**config.mk**
```make
export PLATFORM = sky130hd
export DESIGN_NAME = lcd_row_ram
export DESIGN_NICKNAME = d
export VERILOG_FILES = /design/src/rtl/lcd_row_ram.sv
export SDC_FILE = /design/constraint.sdc
export NUM_CORES = 1
export LEC_CHECK = 0
export BUFFER_PORTS_ARGS = -buffer_cell sky130_fd_sc_hd__buf_2
export CAP_MARGIN = 40
export CORE_ASPECT_RATIO = 1.5
export CORE_UTILIZATION = 55
export CTS_BUF_LIST = sky130_fd_sc_hd__clkbuf_8
export DETAILED_ROUTE_END_ITERATION = 10
export GPL_TIMING_DRIVEN = 0
export PLACE_DENSITY = 0.8
export SLEW_MARGIN = 20
export SYNTH_ARGS = -nofsm -noshare
export SYNTH_HDL_FRONTEND = slang
export SYNTH_SLANG_ARGS = --single-unit
export TNS_END_PERCENT = 50
```
**constraint.sdc**
```tcl
create_clock -name clk -period 4.1 [get_ports clk]
set_input_delay 0.82 -clock clk [delete_from_list [all_inputs] [get_ports clk]]
set_output_delay 0.82 -clock clk [all_outputs]
set_load 0.01 [all_outputs]
```
**src/rtl/lcd_row_ram.sv**
```systemverilog
module lcd_row_ram #(
  parameter int COLS = 12
) (
  input  logic                          clk,
  input  logic                          rst_n,
  input  logic                          mode4,
  input  logic                          wr_en,
  input  logic [7:0]                    wr_data,
  input  logic                          ptr_load,
  input  logic [$clog2(COLS)-1:0]       ptr_val,
  input  logic                          frame_tick,
  output logic [$clog2(COLS)-1:0]       ptr,
  output logic [1:0]                    row_idx,
  output logic [COLS-1:0]               row_data
);
  localparam int PW = $clog2(COLS);

  function automatic logic [PW-1:0] col_add(input logic [PW-1:0] p, input int k);
    int s;
    s = int'(p) + k;
    if (s >= COLS) s = s - COLS;
    return PW'(s);
  endfunction

  logic [COLS-1:0] ram [4];
  logic [PW-1:0]   ptr_q;
  logic [1:0]      row_q;
  logic            mode_q;
  logic [PW-1:0]   c0, c1, c2;
  logic [1:0]      last_row;

  assign c0       = ptr_q;
  assign c1       = col_add(ptr_q, 1);
  assign c2       = col_add(ptr_q, 2);
  assign last_row = mode4 ? 2'd3 : 2'd2;
  assign ptr      = ptr_q;
  assign row_idx  = row_q;
  assign row_data = ram[row_q];

  always_ff @(posedge clk) begin
    if (!rst_n) begin
      for (int r = 0; r < 4; r++) ram[r] <= '0;
    end else if (wr_en) begin
      if (mode4) begin
        ram[0][c0] <= wr_data[7];
        ram[1][c0] <= wr_data[6];
        ram[2][c0] <= wr_data[5];
        ram[3][c0] <= wr_data[4];
        ram[0][c1] <= wr_data[3];
        ram[1][c1] <= wr_data[2];
        ram[2][c1] <= wr_data[1];
        ram[3][c1] <= wr_data[0];
      end else begin
        ram[0][c0] <= wr_data[7];
        ram[1][c0] <= wr_data[6];
        ram[2][c0] <= wr_data[5];
        ram[0][c1] <= wr_data[4];
        ram[1][c1] <= wr_data[3];
        ram[2][c1] <= wr_data[2];
        ram[0][c2] <= wr_data[1];
        ram[1][c2] <= wr_data[0];
      end
    end
  end

  always_ff @(posedge clk) begin
    if (!rst_n) begin
      ptr_q <= '0;
    end else if (ptr_load) begin
      ptr_q <= (int'(ptr_val) < COLS) ? ptr_val : '0;
    end else if (wr_en) begin
      ptr_q <= col_add(ptr_q, mode4 ? 2 : 3);
    end
  end

  always_ff @(posedge clk) begin
    if (!rst_n) begin
      row_q  <= '0;
      mode_q <= 1'b0;
    end else begin
      mode_q <= mode4;
      if (mode4 != mode_q)  row_q <= '0;
      else if (frame_tick)  row_q <= (row_q == last_row) ? 2'd0 : row_q + 2'd1;
    end
  end

  p_ptr_in_range_r7: assert property (@(posedge clk) disable iff (!rst_n)
    int'(ptr_q) < COLS);

  p_ptr_load_r6: assert property (@(posedge clk) disable iff (!rst_n)
    (ptr_load && int'(ptr_val) < COLS) |=> ptr_q == $past(ptr_val));

  p_adv_three_r3: assert property (@(posedge clk) disable iff (!rst_n)
    (wr_en && !ptr_load && !mode4) |=> ptr_q == col_add($past(ptr_q), 3));

  p_adv_two_r5: assert property (@(posedge clk) disable iff (!rst_n)
    (wr_en && !ptr_load && mode4) |=> ptr_q == col_add($past(ptr_q), 2));

  p_no_row3_r8: assert property (@(posedge clk) disable iff (!rst_n)
    !mode_q |-> row_q != 2'd3);

  p_wrap_four_r9: assert property (@(posedge clk) disable iff (!rst_n)
    (mode4 && mode_q && frame_tick && row_q == 2'd3) |=> row_q == 2'd0);

  p_mode_reset_r10: assert property (@(posedge clk) disable iff (!rst_n)
    (mode4 != mode_q) |=> row_q == 2'd0);

  p_row_hold_r10: assert property (@(posedge clk) disable iff (!rst_n)
    (!frame_tick && mode4 == mode_q) |=> $stable(row_q));
endmodule

```
==> results of run 1 <==
==> kinds of logic after synthesis <==
| kind of cell | Yosys count | synth area share |
|---|---|---|
| and+or+nand+nor | 206 | 0.226 |
| muxes | 51 | 0.151 |
| AOI/OAI and AO/OA | 127 | 0.191 |
| buffers and inverters | 53 | 0.0517 |
| adders and majority gates | 7 | 0.0190 |
| xor gates and xnor gates | 5 | 0.00952 |
| DFF | 57 | 0.352 |
==> layer usage <==
metal | wire length (um) | GRT usage | up-vias | share of wire
met2 | 7770 | 0.635 | 307 | 0.48
met1 | 5770 | 0.435 | 2182 | 0.36
met4 | 1170 | 0.286 | 0 | 0.072
met3 | 1490 | 0.0896 | 95 | 0.092
li1 | - | - | 2013 | -
met5 | 0 | 0 | - | 0
==> power by group <==
part | total (mW) | internal [mW] | switching (mW) | leakage (nW)
combinational | 0.352 | 0.129 | 0.223 | 1.19
clock | 0.502 | 0.268 | 0.233 | 0.0951
sequential | 0.686 | 0.670 | 0.0166 | 0.570
total | 1.54 | 1.07 | 0.473 | 1.85
==> Yosys cell counts, types with 10 or more instances <==
cell,n,share of area
a21oi_1,28,0.030
clkbuf_1,21,0.017
edfxtp_1,48,0.31
inv_1,13,0.011
mux2_2,26,0.064
mux2i_1,13,0.028
mux4_2,12,0.059
nand2_1,60,0.049
nand2b_1,11,0.015
nand3_1,20,0.022
nand4_1,11,0.015
nor2_1,43,0.035
nor3_1,14,0.015
o21ai_0,24,0.026
o221ai_1,11,0.021
o22ai_1,10,0.014
o31ai_1,10,0.016
or2_2,11,0.015
==> state kept, by name, summed over array words and instances, names as in the netlist, named ones only <==
name and cells:
row_idx 2, ram 48, ptr 4, mode_q 1
==> final cells by class <==
cell class | count | area, um2
inverter | 13 | 48.8
clock buffer | 9 | 124
clock inverter | 6 | 51.3
multi-input combinational | 396 | 2750
tap | 105 | 131
buffer | 40 | 189
timing repair buffer | 35 | 181
fill | 687 | 2960
sequential | 57 | 1620
==> stage by stage <==
step / cell area [um2] / setup WS [ns] / total power [mW] / util
6_report: 5090 / 0.268 / 1.54 / 0.632
5_1_grt: 5090 / 0.171 / 1.59 / 0.632
4_1_cts: 5090 / 0.331 / 1.53 / 0.632
3_5_place_dp: 4920 / 0.365 / 1.04 / 0.610
3_3_place_gp: 4900 / 0.224 / 1.03 / 0.608
2_1_floorplan: 4600 / 0.850 / 0.923 / -
==> worst max-delay path: cells and delay by family (launching register included) <==
family,cells,cell delay (ns)
compound gates,4,1.06
simple gates,3,0.77
flops,1,0.50
fa+ha+maj,2,0.44
buf+inv,2,0.42
mux,1,0.38
==> path summary, 6_finish.rpt <==
| kind | startpoint | endpoint | slack [ns] | cells after the start |
|---|---|---|---|---|
| max reg2reg | ptr[2] | ram[1][0] | 0.27 | 12 |
| max | ptr[2] | ram[1][0] | 0.27 | 12 |
| min | mode_q | row_idx[1] | 0.59 | 2 |
| min reg2reg | mode_q | row_idx[1] | 0.59 | 2 |
==> cell usage in the layout, fill, tap and decap left out, types with 6 or more instances in the layout <==
master,count
nand4b_1,8
nor2b_1,7
nor3_1,13
mux2_2,26
or2_2,11
nand2_1,60
o31ai_1,10
mux4_2,12
clkbuf_1,21
buf_2,43
o221ai_1,11
nand2b_1,11
o22ai_1,10
nor2_1,43
mux2i_1,13
nand4_1,11
o21ai_0,24
inv_1,14
clkbuf_8,9
nand3_1,20
edfxtp_1,48
o211ai_1,6
a21o_1,6
a21oi_1,28
ha_1,7
dfxtp_1,9
==> out/metrics.csv, run 1 <==
metric;value;unit
sequential fraction of the synthesis area;0.352;
crit path kind;reg -> reg;
TritonRoute pass-1 iters;6;
Layout area overhead;10.7;%
period utilization;0.935;
post-cts resize count;0;
Final Max Slew Viols;0;
CP required;4.20;ns
pwr/cell area;302;nW/um2
post-route minimum period;3.83;ns
P_leak;1.85;nW
CTS buffer count;9;
CP max FO;10;
Total GRT Usage;0.386;
Slew @ Worst Pin;0.861;ns
fin nets;577;
drc violations;0;
Synth Register Bits;57;
vias;4597;
worst-case hold slack;0.591;ns
ys async rst share;0;
RSZ-0062 raised after global routing;false;
drt total wl;16200;um
Starting Density;0.571;
Max-Cap Viols;0;
Routed Antenna Nets;0;
Distinct cells, synth;57;
clk buf depth;2;
EDFF count, synth;48;
DR iter-0 viols;522;
Die X;76.7;um
number of antenna diodes;0;
Slew HR;0.424;
Ys Warns;0;
DP Cell Count;646;
CTS Sinks;57;
slowest stage delay, CP;0.50;ns
largest net degree at the start of global routing;11;
layout cell share with drive strength beyond 1;0.212;
synthesized instance count;506;
CTS tree;built;
vias in the first global route;4480;
Vias/cell;6.95;
placer's final routability congestion estimate;1.03;
row cnt;40;
Main synth FF type;edfxtp_1;
setup TNS;0;ns
first-pass GRT wire length;24700;um
Critical Path Start Type;register;
post-detail-place hpwl;12200;um
synthesized cell area;4600;um2
IO Count;36;
Post-Layout Cell Count;661;
initial antenna violation count;0;
Port Buf Inserts;33;
Die Span Y;114;um
Syn Nets;531;
Skew-Pair Late Insertion Delay;0.37;ns
Post-CTS Setup Repair Bufs;0;
worst min path class;reg -> reg;
syn_area_per_cell;9.09;um2
Critical Path AT;3.94;ns
H-tree Lvls;3;
Peak VDD IR;0.000227;V
highest-delay cell along the critical path;dfxtp_1;
crit-path cells;ha_1, buf_2, a21boi_0, or2_2, ha_1, a22o_1, a211oi_2, nor2_1, buf_2, nor3_1, mux2_2, a221o_1;
Reg clk slew, reported paths;0.07;ns
Core ar.;8060;um2
Final Hold Fails;0;
Avg WL per Cell;24.5;um
CTS Hold Bufs;0;
status;complete, no violations;
Root Driver;clkbuf_8;
grt ovf;0;
Clock Skews;0.0136;ns
die area;8740;um2
Fmax;0.261;GHz
final setup fails;0;
CP endpoint kind;register;
Note: power is estimated with default switching activity, not from simulation.
==> run 2, diff against run 1 <==
Settings changed: BUFFER_PORTS_ARGS -buffer_cell sky130_fd_sc_hd__buf_2 to -buffer_cell sky130_fd_sc_hd__buf_4, CORE_MARGIN set to 2.
Clock period 4.1 ns to 4 ns, I/O delays scaled along.
==> out/metrics.csv, run 2 (synthesized netlist as in run 1, its figures left out) <==
metric;value;unit;change
Total GRT Usage;0.358;;-0.0277
TritonRoute pass-1 iters;6;;unchanged
grt ovf;0;;unchanged
Max-Cap Viols;0;;unchanged
sw frac;0.307;;about the same
RSZ-0062 raised after global routing;false;;
fill count;679;;-1.2%
Slew HR;0.454;;+0.0305
Core ar.;8060;um2;unchanged
CP max FO;10;;unchanged
Tot Pwr;1.60;mW;+3.8%
drt total wl;16100;um;-0.81%
Fmax;0.257;GHz;-1.5%
pwr/cell area;309;nW/um2;+2.0%
Final Hold Fails;0;;unchanged
largest net degree at the start of global routing;11;;unchanged
DR iter-0 viols;520;;-0.38%
CTS Sinks;57;;unchanged
post-detail-place hpwl;12000;um;-1.0%
post-route minimum period;3.89;ns;+0.0596 ns
commonest non-fill, non-tap cell in the layout;nand2_1;;
Clk pwr share;0.327;;about the same
post-cts resize count;0;;unchanged
Port Buf Inserts;33;;unchanged
Largest Register;ram;;
worst min path class;reg -> reg;;
Critical Path AT;4.00;ns;+0.06 ns
IO Count;36;;unchanged
Root Driver;clkbuf_8;;
H-tree Lvls;3;;unchanged
Layout area overhead;12.6;%;
Die Span Y;116;um;+1.8%
number of antenna diodes;0;;unchanged
placer's final routability congestion estimate;1.07;;+3.6%
Final Util;0.643;;+0.0109
Largest register FFs;48;;unchanged
crit path kind;reg -> reg;;
DP Area;5000;um2;+1.7%
Skew-Pair Late Insertion Delay;0.37;ns;about the same
crit-path cells;ha_1, buf_2, a21boi_0, or2_2, ha_1, a22o_1, a211oi_2, nor2_1, buf_2, nor3_1, mux2_2, a221o_1;;
CP endpoint kind;register;;
vias;4598;;+0.022%
P_leak;1.88;nW;+1.5%
CTS tree;built;;
internal power;1.11;mW;+3.8%
Clock Skews;0.0114;ns;-0.00222 ns
Post-CTS Setup Repair Bufs;0;;unchanged
most frequent cells in the layout;nand2_1, edfxtp_1, nor2_1;;
Routed Antenna Nets;0;;unchanged
highest-delay cell along the critical path;dfxtp_1;;
row cnt;40;;unchanged
Starting Density;0.571;;unchanged
Final Max Slew Viols;0;;unchanged
fin nets;579;;+0.35%
drc violations;0;;unchanged
Reg clk slew, reported paths;0.07;ns;about the same
period utilization;0.973;;+0.0383
Slew @ Worst Pin;0.815;ns;-0.0456 ns
Reg power frac;0.440;;-0.006
Avg WL per Cell;24.2;um;-1.1%
setup TNS;0;ns;unchanged
clk buf depth;2;;unchanged
area of the multi-input gates;2740;um2;-0.18%
first-pass GRT wire length;23700;um;-3.8%
slowest stage delay, CP;0.49;ns;about the same
Comb pwr share;0.233;;+0.004
initial antenna violation count;0;;unchanged
Vias/cell;6.94;;-0.28%
Final Cell Area;5180;um2;+1.7%
die area;9130;um2;+4.4%
CTS Hold Bufs;0;;unchanged
layout cell share with drive strength beyond 1;0.213;;+0.00103
P_sw;0.492;mW;+3.9%
Peak VDD IR;0.000223;V;-1.7%
final setup fails;0;;unchanged
status;complete, no violations;;
CP required;4.11;ns;-0.09 ns
area taken by flip-flops and latches;1620;um2;unchanged
Die X;78.7;um;+2.6%
Critical Path Start Type;register;;
vias in the first global route;4283;;-4.4%
CTS buffer count;9;;unchanged
[run 2: routing by layer]
metal  share of wire  track usage
met1            0.36        0.402
met5               0            0
met2            0.49        0.628
met3           0.080       0.0467
met4           0.072        0.246
[run 2: power groups by stage]
stage	Combinational (mW)	Clock [mW]	Sequential [mW]
after floorplan	0.236	0	0.710
after global placement	0.354	0	0.713
after detailed placement	0.361	0	0.717
after CTS	0.363	0.521	0.704
after global routing	0.395	0.534	0.707
final	0.372	0.523	0.703
[run 2: layout make-up]
| type | count | share of cell area |
|---|---|---|
| clock buffer | 9 | 0.0239 |
| inverter | 13 | 0.00942 |
| multi-input combinational | 396 | 0.529 |
| clock inverter | 6 | 0.00990 |
| sequential | 57 | 0.313 |
| tap | 105 | 0.0254 |
| buffer | 40 | 0.0365 |
| timing repair buffer | 37 | 0.0529 |
[run 2: worst paths after layout]
path                             start         end  slack [ns]  cells after the start
worst min register to register  mode_q  row_idx[1]        0.59                      2
worst max register to register  ptr[2]   ram[1][0]        0.11                     12
worst max-delay path            ptr[2]   ram[1][0]        0.11                     12
worst min-delay path            mode_q  row_idx[1]        0.59                      2
[run 2: stage by stage]
| step | hold WS [ns] | instances | setup slack (ns) |
|---|---|---|---|
| CTS | 0.599 | 662 | 0.179 |
| global route | 0.618 | 663 | 0.0171 |
| finish | 0.591 | 663 | 0.108 |
| floorplan | 0.529 | 506 | 0.750 |
| global placement | 0.564 | 644 | 0.223 |
| detailed placement | 0.587 | 647 | 0.194 |
[run 2: worst max-delay path: cells and delay by family (launching register included)]
| family | cells | cell delay (ns) |
|---|---|---|
| AOI/OAI and AO/OA | 4 | 1.07 |
| and+or+nand+nor | 3 | 0.85 |
| DFF | 1 | 0.49 |
| adders and majority gates | 2 | 0.44 |
| buffers and inverters | 2 | 0.41 |
| muxes | 1 | 0.38 |
